`src/rtl/uvs_pkg.sv`:
```
package uvs_pkg;
   typedef enum logic [1:0] {
      ST_STOP = 2'd0,
      ST_GOTO = 2'd1,
      ST_HARD = 2'd2,
      ST_SHUT = 2'd3
   } uvs_state_e;
endpackage

```
`src/rtl/uvs_sync.sv`:
```
module uvs_sync #(
   parameter int WIDTH  = 2,
   parameter int STAGES = 2
) (
   input  logic             clk,
   input  logic             rst_n,
   input  logic [WIDTH-1:0] d_i,
   output logic [WIDTH-1:0] q_o
);
   localparam int LAST = STAGES - 1;

   logic [WIDTH-1:0] pipe [STAGES];

   if (STAGES < 2) begin : g_bad_stages
      $error("uvs_sync: STAGES must be at least 2");
   end

   always_ff @(posedge clk or negedge rst_n) begin
      if (!rst_n) pipe[0] <= '0;
      else        pipe[0] <= d_i;
   end

   for (genvar s = 1; s < STAGES; s++) begin : g_stage
      always_ff @(posedge clk or negedge rst_n) begin
         if (!rst_n) pipe[s] <= '0;
         else        pipe[s] <= pipe[s-1];
      end
   end

   assign q_o = pipe[LAST];
endmodule

```
`src/rtl/uvs_flags.sv`:
```
module uvs_flags #(
   parameter int NFLAG = 3
) (
   input  logic             clk,
   input  logic             rst_n,
   input  logic [NFLAG-1:0] set_i,
   input  logic             clr_i,
   output logic [NFLAG-1:0] flag_o
);
   if (NFLAG < 1) begin : g_bad_nflag
      $error("uvs_flags: NFLAG must be positive");
   end

   for (genvar f = 0; f < NFLAG; f++) begin : g_flag
      always_ff @(posedge clk or negedge rst_n) begin
         if (!rst_n)         flag_o[f] <= 1'b0;
         else if (clr_i)     flag_o[f] <= 1'b0;
         else if (set_i[f])  flag_o[f] <= 1'b1;
      end
   end
endmodule

```
`src/rtl/uvs_fsm.sv`:
```
module uvs_fsm
   import uvs_pkg::*;
(
   input  logic       clk,
   input  logic       rst_n,
   input  logic       drop_i,
   input  logic       rec_i,
   input  logic       hs_cause_i,
   input  logic       uv_flag_i,
   input  logic       sl_flag_i,
   input  logic       pos_differs_i,
   input  logic       hs_done_i,
   output uvs_state_e state_o,
   output logic       uv_set_o,
   output logic       flag_clr_o
);
   uvs_state_e state_q, state_d;

   always_comb begin
      state_d = state_q;
      unique case (state_q)
         ST_STOP: begin
            if (drop_i || uv_flag_i)
               state_d = ST_SHUT;
            else if (pos_differs_i && !sl_flag_i && !hs_cause_i)
               state_d = ST_GOTO;
         end
         ST_GOTO: begin
            if (drop_i || hs_cause_i) state_d = ST_HARD;
            else if (!pos_differs_i)  state_d = ST_STOP;
         end
         ST_HARD: begin
            if (hs_done_i) state_d = ST_STOP;
         end
         ST_SHUT: begin
            if (rec_i) state_d = ST_STOP;
         end
         default: state_d = ST_STOP;
      endcase
   end

   always_ff @(posedge clk or negedge rst_n) begin
      if (!rst_n) state_q <= ST_STOP;
      else        state_q <= state_d;
   end

   assign uv_set_o   = drop_i && (state_q == ST_GOTO || state_q == ST_HARD);
   assign flag_clr_o = rec_i && (state_q == ST_SHUT);
   assign state_o    = state_q;
endmodule

```
`src/rtl/uv_motion_supervisor.sv`:
```
module uv_motion_supervisor
   import uvs_pkg::*;
#(
   parameter int POS_W       = 16,
   parameter int OC_NUM      = 2,
   parameter int SYNC_STAGES = 2
) (
   input  logic              clk,
   input  logic              rst_n,
   input  logic              supply_low_i,
   input  logic              supply_ok_i,
   input  logic              cp_fail_i,
   input  logic [OC_NUM-1:0] oc_i,
   input  logic              step_loss_i,
   input  logic              hs_done_i,
   input  logic [POS_W-1:0]  target_pos_i,
   input  logic [POS_W-1:0]  actual_pos_i,
   output logic [1:0]        state_o,
   output logic              pwm_en_o,
   output logic              bridge_hiz_o,
   output logic              hs_req_o,
   output logic              uv_flag_o,
   output logic              cpf_flag_o,
   output logic              sl_flag_o,
   output logic              tgt_wr_o,
   output logic [POS_W-1:0]  tgt_wr_data_o
);
   localparam int NFLAG  = 3;
   localparam int F_UV   = 0;
   localparam int F_CPF  = 1;
   localparam int F_SL   = 2;

   if (POS_W < 1)  begin : g_bad_pos  $error("POS_W must be positive");  end
   if (OC_NUM < 1) begin : g_bad_oc   $error("OC_NUM must be positive"); end

   logic [1:0]       cmp_sync;
   logic             low_s, ok_s, drop, hs_cause, uv_set, flag_clr;
   logic [NFLAG-1:0] flag_set, flags;
   uvs_state_e       state;

   uvs_sync #(.WIDTH(2), .STAGES(SYNC_STAGES)) u_sync (
      .clk   (clk),
      .rst_n (rst_n),
      .d_i   ({supply_ok_i, supply_low_i}),
      .q_o   (cmp_sync)
   );

   assign low_s = cmp_sync[0];
   assign ok_s  = cmp_sync[1];
   assign drop  = low_s && !ok_s;

   assign hs_cause = flags[F_UV] || flags[F_CPF] || (|oc_i);

   uvs_fsm u_fsm (
      .clk           (clk),
      .rst_n         (rst_n),
      .drop_i        (drop),
      .rec_i         (ok_s),
      .hs_cause_i    (hs_cause),
      .uv_flag_i     (flags[F_UV]),
      .sl_flag_i     (flags[F_SL]),
      .pos_differs_i (target_pos_i != actual_pos_i),
      .hs_done_i     (hs_done_i),
      .state_o       (state),
      .uv_set_o      (uv_set),
      .flag_clr_o    (flag_clr)
   );

   always_comb begin
      flag_set        = '0;
      flag_set[F_UV]  = uv_set;
      flag_set[F_CPF] = cp_fail_i;
      flag_set[F_SL]  = step_loss_i;
   end

   uvs_flags #(.NFLAG(NFLAG)) u_flags (
      .clk    (clk),
      .rst_n  (rst_n),
      .set_i  (flag_set),
      .clr_i  (flag_clr),
      .flag_o (flags)
   );

   assign state_o       = state;
   assign pwm_en_o      = (state == ST_GOTO) || (state == ST_HARD);
   assign bridge_hiz_o  = (state == ST_SHUT);
   assign hs_req_o      = (state == ST_HARD);
   assign uv_flag_o     = flags[F_UV];
   assign cpf_flag_o    = flags[F_CPF];
   assign sl_flag_o     = flags[F_SL];
   assign tgt_wr_o      = (state == ST_HARD) && hs_done_i && !flags[F_UV];
   assign tgt_wr_data_o = actual_pos_i;
endmodule

```
`config.mk`:
```
export PLATFORM = sky130hd
export DESIGN_NAME = uv_motion_supervisor
export DESIGN_NICKNAME = d
export VERILOG_FILES = /design/src/rtl/uvs_pkg.sv /design/src/rtl/uvs_sync.sv /design/src/rtl/uvs_flags.sv /design/src/rtl/uvs_fsm.sv /design/src/rtl/uv_motion_supervisor.sv
export SDC_FILE = /design/constraint.sdc
export NUM_CORES = 1
export LEC_CHECK = 0
export ABC_AREA = 1
export ABC_CLOCK_PERIOD_IN_PS = 1200
export BUFFER_PORTS_ARGS = -buffer_cell sky130_fd_sc_hd__buf_2
export CAP_MARGIN = 15
export CORE_UTILIZATION = 38
export DETAILED_ROUTE_END_ITERATION = 10
export HOLD_SLACK_MARGIN = 0.1
export PLACE_DENSITY = 0.77
export SLEW_MARGIN = 20
export SYNTH_ARGS = -nofsm -noshare
export SYNTH_HDL_FRONTEND = slang
export SYNTH_HIERARCHICAL = 1
export SYNTH_SLANG_ARGS = --single-unit
```
`constraint.sdc`:
```
create_clock -name clk -period 1.2 [get_ports clk]
set_input_delay 0.12 -clock clk [delete_from_list [all_inputs] [get_ports clk]]
set_output_delay 0.12 -clock clk [all_outputs]
set_load 0.03 [all_outputs]
```
Word level (Yosys, flattened, before mapping)
Index checks and enable logic that the tools add are counted.
{"block": "word_totals", "register_bits": 9, "latch_bits": 0, "ramBits": 0, "romBits": 0, "n_memories": 0}
{"block": "op_classes", "addsub": 0, "mul": 0, "div_mod_pow": 0, "order_cmp": 0, "n_eq_ne": 8, "shift": 0, "muxes": 13, "n_bitwise": 0, "reduce_logical": 22}
{"operator": "$ne A16 B16 Y1", "count": 1}
{"operator": "$mux W2", "count": 6}
{"operator": "$pmux W2 S4", "count": 1}
{"operator": "$logic_and A1 B1 Y1", "count": 7}
{"operator": "$mux W1", "count": 6}
{"operator": "$reduce_bool A2 Y1", "count": 3}
{"operator": "$logic_or A1 B1 Y1", "count": 5}
{"operator": "$eq A2 B2 Y1 const B", "count": 2}
{"operator": "$logic_not A1 Y1", "count": 4}
{"operator": "$reduce_and A4 Y1", "count": 1}
{"operator": "$ne A3 B1 Y1 const B", "count": 1}
{"operator": "$ne A3 B3 Y1 const B", "count": 1}
{"operator": "$eq A2 B1 Y1 const B", "count": 1}
{"operator": "$logic_not A2 Y1", "count": 1}
{"operator": "$ne A2 B1 Y1 const B", "count": 1}
{"operator": "$ne A2 B2 Y1 const B", "count": 1}
{"operator": "$reduce_or A2 Y1", "count": 1}

Logic depth before layout (Yosys ltp)
Gate-level depths: netlist of run 1.
{"block": "depth", "depth_word": 7, "ltp_mapped": 13, "depth_no_buf": 13}

Cells and area by module
Netlist of run 1, hierarchy kept.
{"mod": "uv_motion_supervisor", "n_inst": 1, "cells_per_inst": 116, "area_each_um2": 513.0}
{"mod": "uvs_fsm", "n_inst": 1, "cells_per_inst": 41, "area_each_um2": 264.0}
{"mod": "uvs_sync", "n_inst": 1, "cells_per_inst": 6, "area_each_um2": 115.1}
{"mod": "uvs_flags", "n_inst": 1, "cells_per_inst": 9, "area_each_um2": 97.6}

Least setup slack after synthesis of run 1
OpenSTA, ideal clock, no wires.
{"block": "synth_path", "kind": "reg2out", "start": "register u_fsm.state_q[1], in the netlist u_fsm/state_o[1]", "end": "output port tgt_wr_o", "arrival_time_ns": 1.494, "slack_ns": -0.414, "path_stages_with_launch": 4, "cell_sequence": "dfrtp_1 > ha_1 > nand2_1 > nor2_1"}
{"block": "synth_between", "elab_chain_len": 3}
{"element": "start: declaration", "line": "uvs_fsm.sv:17", "rtl": "uvs_state_e state_q, state_d;"}
{"element": "start signal: assignment", "line": "uvs_fsm.sv:44", "rtl": "else state_q <= state_d;"}
{"element": "$eq A2 B2 Y1"}
{"element": "via hs_req_o", "line": "uv_motion_supervisor.sv:21", "rtl": "output logic hs_req_o,"}
{"element": "$logic_and A1 B1 Y1 (2 in series)", "line": "uv_motion_supervisor.sv:91", "rtl": "assign tgt_wr_o = (state == ST_HARD) && hs_done_i && !flags[F_UV];"}
{"element": "end: declaration", "line": "uv_motion_supervisor.sv:25", "rtl": "output logic tgt_wr_o,"}
The timed path passes the listed nets, and every way through them passes these cells.

Worst setup path after layout of run 1
{"block": "layout_path", "start": "register u_fsm.state_q[0], in the netlist u_fsm/state_o[0]", "end": "output port bridge_hiz_o"}
{"block": "layout_between", "elab_chain_len": 1}
{"element": "$eq A2 B2 Y1", "line": "uv_motion_supervisor.sv:86", "rtl": "assign bridge_hiz_o = (state == ST_SHUT);"}
{"element": "end: declaration", "line": "uv_motion_supervisor.sv:20", "rtl": "output logic bridge_hiz_o,"}
Every way passes these cells.

==> impl_metrics.csv, run 1 <==
group,metric,value,unit
power_and_ir_drop,powerDensity,1580,mW/mm²
power_and_ir_drop,p_sw_share,48.5,%
floorplanning,fp.dieH,53.0,µm
synth,yosysTopAreaCellShare,22.8,%
floorplanning,pin_count,66,
global_routing,grt_max_degree,10,
synth,yosys_warnings,6,
finish,nets,281,
sta,rsz0062_at_grt,"true",
power_and_ir_drop,p_leak,0.919,nW
sta,worst_slew_pin_slew,0.256,ns
synth,synth_compound_area_share,0.506,%
sta,layout_setup_ws,-0.0965,ns
synth,netlist_instances,172,
global_routing,grt-ovfl-total,0,
sta,setup_viol,6,
clock_tree,insertion_delay,0.27,ns
sta,skew,0.00120,ns
synth,ys_seq_area_share,22.8,%
setup_path,required,1.08,ns
synth,synth_area_per_cell,5.75,µm²
power_and_ir_drop,intPower,1.15,mW
floorplanning,die_width,53.0,µm
setup_path,cp-end-kind,"output pin",
synth,synth_xor_area_share,0,%
routing,ant_nets,0,
sta,slew_viol_final,0,
sta,period_needed,1.30,ns
status,violations,"negative setup slack",
power_and_ir_drop,seqPwrFrac,21.3,%
clock_tree,cts_root_buffer,"clkbuf_4",
flow_run,cap_violations,0,
finish,utilization,57.2,%
finish,fillers,270,
setup_path,worstPathMaxFanout,5,
synth,yosys.area_share.simple,39.4,%
synth,synthesis.area,990,µm²
routing,drtPass1Iterations,3,
power_and_ir_drop,clkPwrFrac,11.0,%
power_and_ir_drop,pwr-share-comb,67.6,%
min_path,hp-class,"in2async",
synth,synth-adder-area-share,8.85,%
finish,antenna_cells,0,
floorplanning,row_count,18,
floorplanning,die_area,0.00281,mm²
sta,hold_violations,0,
clock_tree,cts_buffers,3,
status,outcome,"complete, but fails checks",
setup_path,reg2reg_from,"u_fsm/state_o[1]$_DFFE_PN0P_",
power_and_ir_drop,p_switching,1.08,mW
global_routing,grt_usage,15.2,%
routing,wl_per_cell,7.65,µm
finish,syn_to_final_growth,43.1,%
place,io_buffers,65,
floorplanning,fp.coreArea,0.00248,mm²
routing,vias,1076,
setup_path,reg2regPathDepth,8,
global_routing,grt_pass1_vias,869,
synth,ys_seq_elements,9,
clock_tree,clkTransAtPathRegs,0.06,ns
synth,synth_cell_type_count,12,
setup_path,rrSetupSlack,-0.07,ns
routing,drt_iter0_markers,5,
setup_path,critPathArrivalTime,1.18,ns
global_routing,grt_pass1_wl,3.11,mm
setup_path,reg2reg_to,"u_fsm/state_o[0]$_DFFE_PN0P_",
synth,synthTopCellsByArea,"dfrtp_1 (23%), nand2_1 (21%), inv_1 (14%)",
routing,vias_per_cell,4.11,
clock_tree,clockBufferDepth,2,
finish,stdcell_area,0.00142,mm²
routing,drcViolationCount,0,
finish,drive_above_1_share,41.8,%
synth,synth_mux_area_share,0,%
floorplanning,start_util,39.9,%
sta,clock.fmax,771,MHz
routing,wl,2.00,mm
global_routing,antenna_found_initial,0,
place,gp_congestion,0.792,
synth,synth_top_family_by_area,"simple AND/OR/NAND/NOR gates",
clock_tree,tritoncts,"yes",
synth,yosys.area.top_type,"dfrtp_1",
sta,relSlewSlack,82.8,%
place,dpl_cell_area,0.00126,mm²
synth,syn_nets,220,
power_and_ir_drop,vdd_ir_drop_max,0.00141,V
clock_tree,clock_sinks,9,
place,dpl.hpwl,1.57,mm
sta,finalCritPeriodShare,108,%
setup_path,path_class,"reg2out",
clock_tree,htree_levels,1,
setup_path,worstSetupStartpointType,"register",
power by group through the flow:
stage | combinational (mW) | clock [mW] | sequential [mW]
after detailed placement | 1.19 | 0 | 0.509
after global routing | 1.66 | 0.274 | 0.486
after global placement | 1.17 | 0 | 0.506
after CTS | 1.43 | 0.257 | 0.477
final | 1.51 | 0.246 | 0.477
after floorplan | 0.745 | 0 | 0.652
cell families after synthesis:
| family | Yosys count |
|---|---|
| adders and majority gates | 7 |
| and+or+nand+nor | 98 |
| AOI/OAI and AO/OA | 1 |
| buffers and inverters | 57 |
| DFF | 9 |
worst max-delay path by stage:
stage | startpoint | end | slack [ns] | cells after the start
floorplan | u_fsm/state_o[1]$_DFFE_PN0P_ | u_fsm/state_o[1]$_DFFE_PN0P_ | -0.03 | 8
global placement | actual_pos_i[5] | u_fsm/state_o[0]$_DFFE_PN0P_ | -0.03 | 13
detailed placement | actual_pos_i[11] | u_fsm/state_o[0]$_DFFE_PN0P_ | -0.06 | 13
CTS | u_fsm/state_o[1]$_DFFE_PN0P_ | pwm_en_o | -0.1 | 3
global route | u_fsm/state_o[1]$_DFFE_PN0P_ | pwm_en_o | -0.14 | 3
finish | u_fsm/state_o[0]$_DFFE_PN0P_ | bridge_hiz_o | -0.1 | 3
cell usage after synthesis, drive strengths merged:
cell and count:
nand2 58, dfrtp 9, nand3 4, o21ai 1, inv 39, buf 18, nor2 36, ha 7
worst max-delay path: stages (launching register included):
cell and delay [ns]:
dfrtp_2 0.43, buf_6 0.13, ha_1 0.20, buf_6 0.14
cell usage in the layout (no fill, tap or decap), types with 4 or more instances in the layout:
master,netlist,layout
nor2_1,34,33
dlygate4sd3_1,0,5
inv_2,2,6
nand2_2,3,6
dfrtp_1,9,6
nand2_1,55,51
nand3_1,4,4
buf_6,0,6
buf_2,0,61
inv_1,37,33
registers in the layout (all words and copies together), names as in the netlist:
signal and count:
u_flags/flag_o 3, u_sync/pipe 2, u_sync/q_o 2, u_fsm/state_o 2
timing repair:
item                                   CTS  global route
gates cloned                             0             0
pin swaps                                3             6
endpoints found under the hold margin   13             0
setup endpoints to repair                6             7
setup buffers                            3             0
resized for setup                       10             8
hold buffers                             5             0
metal layers:
metal	vias to the layer above	track usage (%)	part of all wire, %
li1	589	-	-
met1	448	17.1	42
met4	0	2.63	0.65
met5	-	0	0
met2	36	27.6	50
met3	3	5.17	7.1
through the flow:
step / hold WS [ns] / cells / power [mW] / setup TNS (ns) / worst slack (ns)
finish: 0.226 / 262 / 2.23 / -0.450 / -0.0965
floorplan: -0.176 / 172 / 1.40 / -0.0652 / -0.0305
CTS: 0.213 / 262 / 2.16 / -0.455 / -0.0964
detailed placement: -0.0223 / 250 / 1.70 / -0.113 / -0.0601
global route: 0.241 / 262 / 2.41 / -0.763 / -0.135
global placement: -0.0227 / 250 / 1.68 / -0.0609 / -0.0312
layout make-up:
type / instances / area (µm²) / share of cell area, %
clock buffers: 3 / 22.5 / 1.59
clock inverters: 1 / 5.00 / 0.353
inverters: 39 / 146 / 10.3
multi-input cells: 106 / 538 / 38.0
flip-flops and latches: 9 / 229 / 16.2
well taps: 30 / 37.5 / 2.65
repair buffers: 74 / 438 / 30.9
(Power assumes the default switching activity.)
==> inputs of run 2 (changes only) <==
--- a/config.mk
+++ b/config.mk
@@ -5,14 +5,14 @@
 export SDC_FILE = /design/constraint.sdc
 export NUM_CORES = 1
 export LEC_CHECK = 0
-export ABC_AREA = 1
 export ABC_CLOCK_PERIOD_IN_PS = 1200
 export BUFFER_PORTS_ARGS = -buffer_cell sky130_fd_sc_hd__buf_2
 export CAP_MARGIN = 15
-export CORE_UTILIZATION = 38
+export CORE_UTILIZATION = 34
 export DETAILED_ROUTE_END_ITERATION = 10
 export HOLD_SLACK_MARGIN = 0.1
-export PLACE_DENSITY = 0.77
+export PLACE_DENSITY = 0.75
+export SKIP_CTS_REPAIR_TIMING = 1
 export SLEW_MARGIN = 20
 export SYNTH_ARGS = -nofsm -noshare
 export SYNTH_HDL_FRONTEND = slang
==> run 2 against run 1 <==
The flow still finishes with violations (negative setup slack). Clock power decreased by 5%. Combinational power decreased by 3%. First-iteration DRC count decreased by 40%. Synthesized cell count decreased by 54%. Critical endpoint is now u_fsm/state_o[0]$_DFFE_PN0P_. Setup slack got worse by 0.48 ns. Hold slack improved by 0.0074 ns. Critical path type is now reg2reg. Global-route usage increased by 0.52 points. Sequential share of layout area increased by 2.1 points. Clock-buffer cell count increased by 1. Non-clock buffer count increased by 10. Flip-flop and latch count unchanged. Sequential power decreased by 4.4%.
==> impl_metrics.csv, run 2 <==
group,metric,value,unit
clock_tree,cts_buffers,3,
synth,netlist_instances,79,
power_and_ir_drop,p_sw_share,44.9,%
sta,skew,0.0109,ns
global_routing,antenna_found_initial,0,
setup_path,critPathTopFamily,"simple AND/OR/NAND/NOR gates",
setup_path,critPathArrivalTime,1.93,ns
clock_tree,tritoncts,"yes",
power_and_ir_drop,seqPwrFrac,21.2,%
setup_path,worstPathMaxFanout,3,
clock_tree,clkTransAtPathRegs,0.07,ns
status,outcome,"complete, but fails checks",
power_and_ir_drop,pwr-share-comb,67.9,%
setup_path,path_class,"reg2reg",
floorplanning,die_area,0.00256,mm²
setup_path,cp_slowest_stage_delay,0.52,ns
status,violations,"negative setup slack",
routing,ant_nets,0,
setup_path,worstPathBufferInverterCount,0,
synth,synth_compound_area_share,8.42,%
setup_path,required,1.35,ns
synth,yosysMostFrequentCell,"buf_4",
global_routing,grt-ovfl-total,0,
min_path,hp-class,"in2async",
synth,yosysTopAreaCellShare,28.1,%
synth,yosys_warnings,6,
synth,synth-adder-area-share,10.9,%
synth,synth_xor_area_share,17.5,%
sta,holdWs,0.234,ns
setup_path,cp-end-kind,"register",
synth,synth_edf_count,0,
power_and_ir_drop,clkPwrFrac,10.9,%
finish,syn_to_final_growth,56.3,%
global_routing,grt_usage,15.7,%
finish,stdcell_area,0.00125,mm²
floorplanning,fp.coreArea,0.00221,mm²
synth,synth_area_per_cell,10.2,µm²
clock_tree,insertion_delay,0.26,ns
finish,final_common_cell,"buf_2",
clock_tree,htree_levels,1,
setup_path,reg2reg_from,"u_flags/flag_o[1]$_DFFE_PN0P_",
synth,yosys.area.top_type,"dfrtp_1",
sta,worst_slew_pin_slew,0.419,ns
synth,synth_top_family_by_area,"buffers and inverters",
place,dpl_cell_area,0.00116,mm²
setup_path,crit_path_cell_trace,"or4_4, nor4bb_4, a221oi_2, o41ai_2, mux2_4",
synth,synth_cell_type_count,22,
floorplanning,start_util,36.3,%
place,dpl.hpwl,1.61,mm
finish,fillers,225,
synth,synthArstFlopShare,100,%
power_and_ir_drop,p_switching,0.964,mW
sta,clock.fmax,562,MHz
power_and_ir_drop,p_leak,0.681,nW
routing,wl,1.89,mm
setup_path,worstSetupStartpointType,"register",
sta,period_needed,1.78,ns
synth,synth_mux_area_share,4.52,%
setup_path,crit_path_top_delay_cell,"or4_4",
finish,antenna_cells,0,
clock_tree,clockBufferDepth,2,
synth,synthTopCellsByArea,"dfrtp_1 (28%), xor2_1 (17%), buf_4 (17%)",
setup_path,rrSetupSlack,-0.58,ns
setup_path,reg2regPathDepth,5,
routing,drcViolationCount,0,
synth,syn_nets,127,
synth,synthesis.area,802,µm²
global_routing,grt_pass1_wl,3.04,mm
synth,synthTopCellsByCount,"buf_4 (18), xor2_1 (16), dfrtp_1 (9), ha_1 (7), inv_1 (7)",
floorplanning,fp.dieH,50.6,µm
synth,yosys.area_share.simple,10.5,%
sta,slew_viol_final,0,
clock_tree,cts_root_buffer,"clkbuf_4",
setup_path,reg2reg_to,"u_fsm/state_o[0]$_DFFE_PN0P_",
power_and_ir_drop,vdd_ir_drop_max,0.00122,V
synth,ys_seq_elements,9,
routing,vias_per_cell,4.28,
sta,finalCritPeriodShare,148,%
sta,layout_setup_ws,-0.579,ns
routing,wl_per_cell,10.7,µm
power_and_ir_drop,powerDensity,1710,mW/mm²
flow_run,cap_violations,0,
finish,drive_above_1_share,65.1,%
sta,relSlewSlack,72.0,%
finish,regMostFlops,"u_flags/flag_o",
finish,nets,198,
sta,rsz0062_at_grt,"true",
power_and_ir_drop,p_total,2.15,mW
global_routing,grt_pass1_vias,751,
synth,ys_seq_area_share,28.1,%
sta,hold_violations,0,
sta,setup-tns-final,-2.20,ns
place,gp_congestion,0.671,
clock_tree,clock_sinks,9,
floorplanning,row_count,17,
synth,synth_flop_cell,"dfrtp_1",
floorplanning,die_width,50.6,µm
place,io_buffers,65,
power_and_ir_drop,intPower,1.18,mW
routing,drt_iter0_markers,3,
finish,largest_register_ffs,3,
finish,layout_common_cells,"buf_2 (64), xor2_1 (16), buf_4 (14)",
floorplanning,pin_count,66,
global_routing,grt_max_degree,10,
routing,drtPass1Iterations,2,
routing,vias,758,
sta,setup_viol,7,
[run 2: metal layers]
layer,up-vias,track usage [%],share of wire [%]
met2,27,31.6,58
met1,345,15.7,37
met3,0,5.15,5.0
li1,386,-,-
met4,0,1.85,0
met5,-,0,0
[run 2: how the worst max path moves through the flow]
| stage | from | to | cells after the start |
|---|---|---|---|
| floorplan | u_flags/flag_o[1]$_DFFE_PN0P_ | u_fsm/state_o[0]$_DFFE_PN0P_ | 5 |
| global placement | actual_pos_i[14] | u_fsm/state_o[0]$_DFFE_PN0P_ | 8 |
| detailed placement | actual_pos_i[14] | u_fsm/state_o[0]$_DFFE_PN0P_ | 8 |
| CTS | u_flags/flag_o[1]$_DFFE_PN0P_ | u_fsm/state_o[0]$_DFFE_PN0P_ | 5 |
| global route | u_flags/flag_o[1]$_DFFE_PN0P_ | u_fsm/state_o[0]$_DFFE_PN0P_ | 5 |
| finish | u_flags/flag_o[1]$_DFFE_PN0P_ | u_fsm/state_o[0]$_DFFE_PN0P_ | 5 |
[run 2: area by class of cell]
type / instances / area, µm² / area share, %
sequential: 9 / 229 / 18.3
tap: 28 / 35.0 / 2.79
multi-input combinational: 45 / 454 / 36.2
inverter: 7 / 26.3 / 2.10
timing repair buffer: 84 / 483 / 38.5
clock buffer: 4 / 26.3 / 2.10
[run 2: logic make-up after synthesis]
| family | count (synthesis) |
|---|---|
| buf+inv | 25 |
| xor+xnor | 16 |
| simple gates | 13 |
| flops | 9 |
| fa+ha+maj | 7 |
| compound gates | 6 |
| mux | 3 |
[run 2: metrics by stage]
step | instances | util, % | setup slack [ns]
after global routing | 177 | 56.7 | -0.676
after global placement | 168 | 52.3 | -0.642
after CTS | 172 | 53.5 | -0.639
after floorplan | 79 | - | -0.703
final | 177 | 56.7 | -0.579
after detailed placement | 168 | 52.3 | -0.651
[run 2: power by group through the flow]
stage,Combinational (mW),Clock (mW),Sequential (mW)
finish,1.46,0.233,0.456
floorplan,0.729,0,0.652
global route,1.59,0.258,0.470
detailed placement,1.41,0,0.462
CTS,1.43,0.238,0.455
global placement,1.38,0,0.455
[run 2: worst register-to-register path, stage by stage (launching register included)]
cell and delay (ns):
dfrtp_2 0.40, or4_4 0.52, nor4bb_4 0.29, a221oi_2 0.07, o41ai_2 0.08, mux2_4 0.33
==> inputs of run 3 (changes only) <==
==> constraint.sdc (replaced) <==
create_clock -name clk -period 1.2 [get_ports clk]
set_input_delay 0.24 -clock clk [delete_from_list [all_inputs] [get_ports clk]]
set_output_delay 0.24 -clock clk [all_outputs]
set_load 0.03 [all_outputs]
==> run 3 against run 2 <==
The flow still finishes with violations (negative setup slack). Utilization down 0.057 points. Clock skew is 0.0053 ns lower. Setup slack worse by 0.024 ns. Die area unchanged. Register-to-register slack got worse by 0.02 ns. Design area about the same. Combinational power up 9.6%. Highest routed layer is now met4.
==> impl_metrics.csv, run 3 (synthesis gave the netlist of run 2 again) <==
group,metric,value,unit
status,outcome,"complete, but fails checks",
status,violations,"negative setup slack",
floorplanning,row_count,17,
clock_tree,clkTransAtPathRegs,0.06,ns
min_path,hold_depth,2,
min_path,hold_end,"u_flags/flag_o[1]$_DFFE_PN0P_",
sta,rsz0062_at_grt,"true",
finish,largest_register_ffs,3,
sta,hold_violations,0,
finish,final_common_cell,"buf_2",
floorplanning,fp.dieH,50.6,µm
finish,antenna_cells,0,
min_path,hp-class,"in2reg",
global_routing,grt_max_degree,10,
setup_path,reg2reg_from,"u_flags/flag_o[1]$_DFFE_PN0P_",
flow_run,cap_violations,0,
floorplanning,die_area,0.00256,mm²
sta,setup_viol,9,
routing,drt_iter0_markers,5,
global_routing,grt_pass1_vias,723,
sta,relSlewSlack,73.6,%
routing,drtPass1Iterations,2,
floorplanning,start_util,36.3,%
min_path,hp-start,"cp_fail_i",
sta,clock.fmax,555,MHz
power_and_ir_drop,powerDensity,1830,mW/mm²
clock_tree,clockBufferDepth,2,
finish,stdcell_area,0.00125,mm²
setup_path,path_class,"reg2reg",
floorplanning,die_width,50.6,µm
routing,vias_per_cell,4.30,
sta,worst_slew_pin_slew,0.391,ns
global_routing,grt_pass1_wl,3.17,mm
setup_path,critPathArrivalTime,1.95,ns
finish,syn_to_final_growth,56.2,%
sta,layout_setup_ws,-0.603,ns
setup_path,worstPathMaxFanout,3,
clock_tree,htree_levels,1,
finish,layout_common_cells,"buf_2 (59), xor2_1 (16), buf_4 (10)",
floorplanning,pin_count,66,
place,dpl_cell_area,0.00114,mm²
power_and_ir_drop,vdd_ir_drop_max,0.00144,V
routing,wl_per_cell,11.0,µm
clock_tree,insertion_delay,0.26,ns
global_routing,antenna_found_initial,0,
setup_path,worstSetupStartpointType,"register",
power_and_ir_drop,p_leak,0.669,nW
routing,wl,1.89,mm
sta,holdWs,0.207,ns
place,io_buffers,65,
setup_path,cp-end-kind,"register",
routing,ant_nets,0,
routing,drcViolationCount,0,
place,dpl.hpwl,1.62,mm
finish,drive_above_1_share,66.7,%
sta,finalCritPeriodShare,150,%
clock_tree,cts_root_buffer,"clkbuf_4",
place,gp_congestion,0.680,
place,dp_slack,-0.783,ns
finish,nets,193,
finish,regMostFlops,"u_flags/flag_o",
global_routing,grt_usage,16.6,%
sta,skew,0.00561,ns
floorplanning,fp.coreArea,0.00221,mm²
setup_path,reg2regPathDepth,5,
global_routing,grt-ovfl-total,0,
sta,period_needed,1.80,ns
sta,slew_viol_final,0,
routing,vias,739,
clock_tree,clock_sinks,9,
setup_path,rrSetupSlack,-0.60,ns
clock_tree,cts_buffers,3,
setup_path,required,1.35,ns
clock_tree,tritoncts,"yes",
setup_path,reg2reg_to,"u_fsm/state_o[0]$_DFFE_PN0P_",
[run 3: cell count changes in the layout (fill, tap and decap cells not counted), sizes merged]
cell / delta
dlygate4sd3: -2
clkbuf: +1
buf: -4
[run 3: critical path: stages, from the launching register on]
cell      delay [ns]
dfrtp_2         0.40
or4_4           0.52
nor4bb_4        0.29
a221oi_2        0.06
o41ai_2         0.08
mux2_4          0.34
[run 3: worst max-delay path by stage]
stage / slack (ns) / end / start
floorplan: -0.70 / u_fsm/state_o[0]$_DFFE_PN0P_ / u_flags/flag_o[1]$_DFFE_PN0P_
global placement: -0.78 / u_fsm/state_o[0]$_DFFE_PN0P_ / actual_pos_i[0]
detailed placement: -0.78 / u_fsm/state_o[0]$_DFFE_PN0P_ / actual_pos_i[14]
CTS: -0.70 / u_fsm/state_o[0]$_DFFE_PN0P_ / u_flags/flag_o[1]$_DFFE_PN0P_
global route: -0.66 / u_fsm/state_o[0]$_DFFE_PN0P_ / u_flags/flag_o[1]$_DFFE_PN0P_
finish: -0.60 / u_fsm/state_o[0]$_DFFE_PN0P_ / u_flags/flag_o[1]$_DFFE_PN0P_
[run 3: routing by layer]
| metal | vias to the layer above | wire length [µm] | GRT usage [%] |
|---|---|---|---|
| met3 | 2 | 81 | 3.64 |
| met2 | 25 | 1040 | 29.3 |
| met1 | 337 | 761 | 19.7 |
| met4 | 0 | 8 | 5.56 |
| met5 | - | 0 | 0 |
| li1 | 375 | - | - |
[run 3: where the power goes]
| part | leakage, nW | internal (mW) | switching (mW) |
|---|---|---|---|
| combinational | 0.555 | 0.762 | 0.837 |
| clock | 0.0150 | 0.128 | 0.102 |
| sequential | 0.0991 | 0.396 | 0.0615 |
| total | 0.669 | 1.29 | 1.00 |
[run 3: layout make-up]
| type | instances | area, µm² |
|---|---|---|
| repair buffers | 79 | 472 |
| clock buffers | 4 | 26.3 |
| well taps | 28 | 35.0 |
| flip-flops and latches | 9 | 229 |
| inverters | 7 | 26.3 |
| multi-input cells | 45 | 464 |
| fillers | 210 | 960 |
[run 3: stage by stage]
step	instances	setup TNS [ns]	power [mW]	utilization [%]
finish	172	-2.79	2.29	56.6
detailed placement	165	-2.01	1.91	51.4
global route	172	-3.34	2.46	56.6
global placement	165	-1.82	1.85	51.4
floorplan	79	-1.96	1.39	-
CTS	169	-3.20	2.15	52.5
